**src/rtl/pwr_oe_pkg.sv**
```systemverilog
package pwr_oe_pkg;

  typedef enum logic [1:0] {
    PF_OFF_KEEP_SO = 2'b00,
    PF_OFF_ALL     = 2'b01,
    PF_ON_KEEP_SO  = 2'b10,
    PF_ON_ALL      = 2'b11
  } pin_func_e;

  typedef struct packed {
    logic core_pwr_en;
    logic main_oe;
    logic sync_out_oe;
    logic audio_oe;
  } oe_t;

  localparam oe_t OE_RESET = '0;

endpackage

```
**src/rtl/pd_sync2.sv**
```systemverilog
module pd_sync2 #(
  parameter int W = 1
) (
  input  logic         clk_i,
  input  logic         rst_ni,
  input  logic [W-1:0] d_i,
  output logic [W-1:0] q_o
);
  logic [W-1:0] s1_q, s2_q;

  always_ff @(posedge clk_i or negedge rst_ni) begin
    if (!rst_ni) begin
      s1_q <= '0;
      s2_q <= '0;
    end else begin
      s1_q <= d_i;
      s2_q <= s1_q;
    end
  end

  assign q_o = s2_q;
endmodule

```
**src/rtl/sync_watchdog.sv**
```systemverilog
module sync_watchdog #(
  parameter int NUM_SYNC = 3,
  parameter int CNT_W    = 16
) (
  input  logic                clk_i,
  input  logic                rst_ni,
  input  logic [NUM_SYNC-1:0] sync_s_i,
  input  logic [CNT_W-1:0]    timeout_i,
  output logic                all_absent_o
);
  logic [NUM_SYNC-1:0] prev_q;
  logic [NUM_SYNC-1:0] edge_w;
  logic [NUM_SYNC-1:0] absent_w;

  always_ff @(posedge clk_i or negedge rst_ni) begin
    if (!rst_ni) prev_q <= '0;
    else         prev_q <= sync_s_i;
  end

  assign edge_w = sync_s_i ^ prev_q;

  for (genvar g = 0; g < NUM_SYNC; g++) begin : g_ch
    logic [CNT_W-1:0] cnt_q;

    assign absent_w[g] = (cnt_q >= timeout_i);

    // saturates at the timeout; any edge restarts the window
    always_ff @(posedge clk_i or negedge rst_ni) begin
      if (!rst_ni)           cnt_q <= '0;
      else if (edge_w[g])    cnt_q <= '0;
      else if (!absent_w[g]) cnt_q <= cnt_q + 1'b1;
    end
  end

  assign all_absent_o = &absent_w;
endmodule

```
**src/rtl/pd_decode.sv**
```systemverilog
module pd_decode
  import pwr_oe_pkg::*;
(
  input  logic       pin_act_i,
  input  logic [1:0] pd_func_i,
  input  logic       pd_reg_i,
  input  logic       auto_req_i,
  input  logic       audio_tri_i,
  output oe_t        oe_o
);
  logic pin_core_off, pin_so_off;

  always_comb begin
    pin_core_off = 1'b0;
    pin_so_off   = 1'b0;
    if (pin_act_i) begin
      unique case (pin_func_e'(pd_func_i))
        PF_OFF_KEEP_SO: pin_core_off = 1'b1;
        PF_OFF_ALL:     begin pin_core_off = 1'b1; pin_so_off = 1'b1; end
        PF_ON_KEEP_SO:  ;
        PF_ON_ALL:      pin_so_off = 1'b1;
        default:        ;
      endcase
    end
  end

  always_comb begin
    oe_o.core_pwr_en = !(pin_core_off || pd_reg_i || auto_req_i);
    oe_o.main_oe     = !(pin_act_i || pd_reg_i || auto_req_i);
    oe_o.sync_out_oe = !pin_so_off;
    oe_o.audio_oe    = oe_o.main_oe && !audio_tri_i;
  end
endmodule

```
**src/rtl/pwr_oe_ctrl.sv**
```systemverilog
module pwr_oe_ctrl
  import pwr_oe_pkg::*;
#(
  parameter int NUM_SYNC = 3,
  parameter int CNT_W    = 16
) (
  input  logic                clk_i,
  input  logic                rst_ni,
  input  logic                pd_pin_i,
  input  logic                pd_pol_i,
  input  logic [1:0]          pd_func_i,
  input  logic                pd_reg_i,
  input  logic                auto_pd_en_i,
  input  logic                audio_tri_i,
  input  logic [NUM_SYNC-1:0] sync_i,
  input  logic [CNT_W-1:0]    timeout_i,
  output logic                core_pwr_en_o,
  output logic                main_oe_o,
  output logic                sync_out_oe_o,
  output logic                audio_oe_o
);
  logic                pin_s;
  logic                pin_act;
  logic [NUM_SYNC-1:0] sync_s;
  logic                all_absent;
  logic                auto_req;
  oe_t                 oe_d, oe_q;

  pd_sync2 #(.W(1)) u_pin_sync (
    .clk_i (clk_i), .rst_ni(rst_ni), .d_i(pd_pin_i), .q_o(pin_s)
  );

  pd_sync2 #(.W(NUM_SYNC)) u_vs_sync (
    .clk_i (clk_i), .rst_ni(rst_ni), .d_i(sync_i), .q_o(sync_s)
  );

  sync_watchdog #(.NUM_SYNC(NUM_SYNC), .CNT_W(CNT_W)) u_wdog (
    .clk_i       (clk_i),
    .rst_ni      (rst_ni),
    .sync_s_i    (sync_s),
    .timeout_i   (timeout_i),
    .all_absent_o(all_absent)
  );

  assign pin_act  = (pin_s == pd_pol_i);
  assign auto_req = auto_pd_en_i && all_absent;

  pd_decode u_dec (
    .pin_act_i  (pin_act),
    .pd_func_i  (pd_func_i),
    .pd_reg_i   (pd_reg_i),
    .auto_req_i (auto_req),
    .audio_tri_i(audio_tri_i),
    .oe_o       (oe_d)
  );

  always_ff @(posedge clk_i or negedge rst_ni) begin
    if (!rst_ni) oe_q <= OE_RESET;
    else         oe_q <= oe_d;
  end

  assign core_pwr_en_o = oe_q.core_pwr_en;
  assign main_oe_o     = oe_q.main_oe;
  assign sync_out_oe_o = oe_q.sync_out_oe;
  assign audio_oe_o    = oe_q.audio_oe;
endmodule

```
**config.mk**
```make
export PLATFORM = sky130hd
export DESIGN_NAME = pwr_oe_ctrl
export DESIGN_NICKNAME = d
export VERILOG_FILES = /design/src/rtl/pwr_oe_pkg.sv /design/src/rtl/pd_sync2.sv /design/src/rtl/sync_watchdog.sv /design/src/rtl/pd_decode.sv /design/src/rtl/pwr_oe_ctrl.sv
export SDC_FILE = /design/constraint.sdc
export NUM_CORES = 1
export LEC_CHECK = 0
export BUFFER_PORTS_ARGS = -buffer_cell sky130_fd_sc_hd__buf_2
export CAP_MARGIN = 20
export CORE_MARGIN = 8
export CORE_UTILIZATION = 30
export DETAILED_ROUTE_END_ITERATION = 8
export SYNTH_ARGS = -nofsm -noshare
export SYNTH_HDL_FRONTEND = slang
export SYNTH_SLANG_ARGS = --single-unit
```
**constraint.sdc**
```tcl
create_clock -name clk_i -period 4.1 [get_ports clk_i]
set_input_delay 0.615 -clock clk_i [delete_from_list [all_inputs] [get_ports clk_i]]
set_output_delay 0.615 -clock clk_i [all_outputs]
set_load 0.01 [all_outputs]
```
Word level (Yosys, flattened, before mapping)
Index checks and enable logic that the tools add are counted.
W data, S select, Z words.
- latch bits: 0
- input bits: 28
- ROM bits: 0
- bits in registers: 63
- RAM bits: 0
- memories: 0
- eq/ne operators: 6
- multiplexer cells: 10
- bitwise operators: 1
- div/mod/pow operators: 0
- reduce and logical (&&, ||, !) cells: 14
- $mul: 0
- magnitude comparators: 3
- add/sub/neg operators: 3
- shift operators: 0
- operators by type and width (operator ; count):
    $mux W16 ; 6
    $add A16 B1 Y16 const B ; 3
    $ge A16 B16 Y1 ; 3
    $ne A2 B1 Y1 const B ; 3
    $logic_not A1 Y1 ; 4
    $logic_or A1 B1 Y1 ; 4
    $mux W1 ; 4
    $reduce_or A2 Y1 ; 2
    $reduce_and A3 Y1 ; 1
    $xor A3 B3 Y3 ; 1
    $eq A2 B1 Y1 const B ; 1
    $eq A2 B2 Y1 const B ; 1
    $logic_and A1 B1 Y1 ; 2
    $logic_not A2 Y1 ; 1
    $eq A1 B1 Y1 ; 1

Longest topological paths before layout
- depth in word-level cells: 7
- gate-level depth with buffers: 10

Cells and area by module
From an unflattened synthesis, not the netlist that was laid out.
- cells, all modules: 427
- area total of the unflattened synthesis: 4002.6 um^2
- by module, submodules not included (module ; area each (um^2) ; seq. area each (um^2) ; cells each ; instances):
    sync_watchdog ; 3654.8 ; 1276.2 ; 408 ; 1
    pd_sync2 (u_vs_sync) ; 150.1 ; 150.1 ; 6 ; 1
    pwr_oe_ctrl ; 115.1 ; 100.1 ; 6 ; 1
    pd_sync2 (u_pin_sync) ; 50.0 ; 50.0 ; 2 ; 1
    pd_decode ; 32.5 ; 0.0 ; 5 ; 1

Worst setup path after synthesis
No wires, ideal clock.
- path type: input to register
- start: input port timeout_i[9]
- end: register u_wdog.g_ch[2].cnt_q[8]
- arrival: 2468 ps
- stages: 9
- slack: 1513 ps
- library setup time: 119 ps
- buffers on the path: 1
- required time: 3981 ps
- cells stage by stage: inv_1 > ha_1 > a21o_1 > a221o_1 > a221oi_4 > o21ai_4 > buf_6 > o31a_1 > o21a_1
- cells in the longest elaborated chain, start to end: 2
- ends and longest elaborated chain (element ; line ; text):
    start: declaration ; pwr_oe_ctrl.sv:16 ; input logic [CNT_W-1:0] timeout_i,
    $ge A16 B16 Y1 ; sync_watchdog.sv:25 ; assign absent_w[g] = (cnt_q >= timeout_i);
    $ne A2 B1 Y1 (no line) ; - ;
    end signal: assignment ; sync_watchdog.sv:31 ; else if (!absent_w[g]) cnt_q <= cnt_q + 1'b1;
    end: declaration ; sync_watchdog.sv:23 ; logic [CNT_W-1:0] cnt_q;
No other way between the ends.
A chain may end at the register's enable or synchronous reset.

Worst setup path after layout
- start: register u_wdog.g_ch[2].cnt_q[11]
- end: register u_wdog.g_ch[2].cnt_q[12]
- cells in the longest elaborated chain, start to end: 3
- elaborated cells between the ends (all ways): 5
- classes of those cells: 1 x add/sub; 1 x order compare; 1 x eq/ne; 2 x mux
- ends and longest elaborated chain (element ; line ; text):
    $add A16 B1 Y16 ; sync_watchdog.sv:31 ;
    $mux W16 ; sync_watchdog.sv:31 ;
    $mux W16 ; sync_watchdog.sv:30 ; else if (edge_w[g]) cnt_q <= '0;
Parallel ways exist; a longest one is shown, timed or not. The select of a mux whose other input is x is not followed.

==> summary.txt <==
Clock network
  • Clock Latency Late Sink: 330 ps
  • Root buffer cell: clkbuf_16
  • Hold_buf cts: 0
  • Post-CTS setup buffer count: 0
  • Bufs on Longest Clock Path: 2
  • H-Tree Depth: 3
  • CTS Buf Count: 9
  • Clk sinks: 63
  • PostCTS Resize Cnt: 0
  • TritonCTS clock tree: built
  • Worst-path clk slew: 60 ps

GRT
  • Initial antenna violation count: 0
  • Gr ovfl total: 0
  • Largest net degree at the start of global routing: 37
  • Vias in the first global route: 3358
  • First-pass GRT wire length: 17.08 mm
  • Global Route Usage Sum: 0.1205

Route
  • Drt via density: 5.213
  • Post-route ant nets: 0
  • Vias post-DR: 3305
  • Drt total wl: 10.20 mm
  • DR iter-0 viols: 249
  • Wire per inst: 16.09 um
  • Drt first pass iters: 4
  • # DRC: 0

Run status
  • Outcome: complete, no violations

Yosys
  • Yosys reg bits: 63
  • Register area share after synthesis: 0.3863
  • Top-count cell post-synth: dfrtp_1
  • Synthesized area per cell: 9.764 um2
  • Synthesized area: 4081 um2
  • Yosys Warn Count: 0
  • Post-synth EDFFs: 0
  • Synth top area share: 0.3863
  • Synth cell count leaders: dfrtp_1, ha_1, nand2_1
  • Main synth FF type: dfrtp_1
  • Ranking of synthesized cells by area: dfrtp_1, ha_1, a21oi_1, nand2_1, xor2_1
  • Area leader, netlist: dfrtp_1
  • Syn nets: 497
  • Syn Inst Count: 418
  • Post-synthesis async set-or-reset flop share: 1.000
  • Count of different cell masters after synthesis: 49

Floorplan
  • Die W: 132.6 um
  • Die Area: 17590 um2
  • Io pins: 32
  • Num rows: 42
  • Starting density of the core: 0.3082
  • Chip height: 132.6 um
  • Core Region: 13240 um2

Cells and area
  • Nets@finish: 533
  • Share of layout cells above drive strength 1: 0.1354
  • Post-route cell area: 4728 um2
  • ANT cells: 0
  • Area Overhead vs Synth: 15.85%
  • Post-layout util: 0.3570

Worst setup path
  • Setup crit end: u_wdog.g_ch[2].cnt_q[12]
  • Req. time, crit path: 4350 ps
  • R2R cell count: 7
  • WP data arrival: 3000 ps
  • Setup CP Type: flop to flop
  • Reg2Reg Launch Point: u_wdog.g_ch[2].cnt_q[11]
  • Crit path from: u_wdog.g_ch[2].cnt_q[11]
  • FF-to-FF End: u_wdog.g_ch[2].cnt_q[12]
  • Crit-path max FO: 27
  • CP endpoint kind: flop
  • Reg2reg setup slack: 1350 ps
  • Element type at the critical path start: flop

Place
  • Hpwl dp: 7.835 mm
  • IO Port Bufs: 31
  • Gpl congestion: 0.8566
  • Post-place instance area: 4431 um2

STA
  • Setup TNS: 0 ps
  • Max-slew violation count: 0
  • Worst-margin pin slew: 868.8 ps
  • Worst Skew: 7.803 ps
  • WHS: 297.7 ps
  • Slew headroom: 0.4188
  • F_max: 363.3 MHz
  • Hold Violations, Final: 0
  • Minimum clock period after layout: 2753 ps
  • Part of the cycle the worst path needs: 0.6714
  • RSZ-0062 raised after global routing: no
  • Final Setup Violations: 0

Power and ir drop
  • LEAKAGE: 2.196 nW
  • Final Total Pwr: 1.617 mW
  • Cell area power density: 342.1 nW/um2
  • VDD IR max: 205.9 uV

Worst hold path
  • Worst min-delay path class: input port to asynchronous set/reset pin

Run
  • MaxCap Viol Count: 0
## worst max-delay path, cell delays in order, from the launching register on
cell and delay (ps):
dfrtp_1 470, ha_1 330, and2_1 170, a221o_1 350, a221oi_4 350, o21ai_4 260
or4_1 560, a21oi_1 170
## per-stage QoR
| step | cells | setup slack (ps) |
|---|---|---|
| after floorplan | 418 | 1513 |
| after global placement | 619 | 1156 |
| after detailed placement | 619 | 1090 |
| after CTS | 634 | 1368 |
| after global routing | 634 | 1201 |
| final | 634 | 1347 |
## sequential cells by signal, indices dropped and copies added (netlist names)
signal             count
u_vs_sync.s1_q         3
u_wdog.g_ch.cnt_q     48
u_pin_sync.s1_q        1
u_wdog.prev_q          3
core_pwr_en_o          1
main_oe_o              1
u_pin_sync.q_o         1
audio_oe_o             1
u_vs_sync.q_o          3
sync_out_oe_o          1
## routing by layer
metal,global-route usage,vias to the layer above,part of all wire
li1,-,1612,-
met1,0.1598,1598,0.48
met2,0.1839,83,0.44
met3,0.03596,12,0.066
met4,0.03659,0,0.017
met5,0,-,0
## how the worst min path moves through the flow
stage | from | to | cells after the start
2_1_floorplan | rst_ni | audio_oe_o | 0
3_3_place_gp | u_pin_sync.s1_q | u_pin_sync.q_o | 0
3_5_place_dp | u_pin_sync.s1_q | u_pin_sync.q_o | 0
4_1_cts | rst_ni | u_vs_sync.s1_q[0] | 1
5_1_grt | rst_ni | u_vs_sync.s1_q[0] | 1
6_report | rst_ni | u_vs_sync.s1_q[0] | 1
## placed cells by master, fill, tap and decap left out, types with 4 or more instances in the layout
cell / n
o211ai_1: 9
nand2_1: 36
a21oi_1: 27
nand4_1: 16
o21ai_0: 12
xnor2_1: 13
nand2b_1: 5
buf_4: 4
and4_1: 4
nand3_1: 17
nor3_1: 4
clkbuf_16: 9
and2_1: 8
and3_1: 7
inv_1: 23
xor2_1: 15
buf_2: 31
or3_1: 8
o31ai_1: 6
or4_1: 15
ha_1: 51
dfrtp_1: 63
nor2_1: 31
## layout make-up
cell class                 instances  area, um2
clock inverter                     5      58.81
tap                              176      220.2
fill                            1349       8514
multi-input combinational        322       2362
timing repair buffer              35      185.2
inverter                          23      86.33
clock buffer                      10      239.0
sequential                        63       1577
## kinds of logic after synthesis
group	after synthesis	share of synthesized area
muxes	3	0.007358
xor gates and xnor gates	28	0.06009
AOI/OAI and AO/OA	79	0.1422
DFF	63	0.3863
adders and majority gates	51	0.1563
and+or+nand+nor	161	0.2128
buffers and inverters	33	0.03495
## report_power, final
| part | internal [mW] | total (mW) | switching [mW] |
|---|---|---|---|
| registers | 0.645 | 0.670 | 0.0245 |
| clock network | 0.483 | 0.769 | 0.286 |
| logic | 0.0729 | 0.179 | 0.106 |
Note: power is estimated with default switching activity, not from simulation.
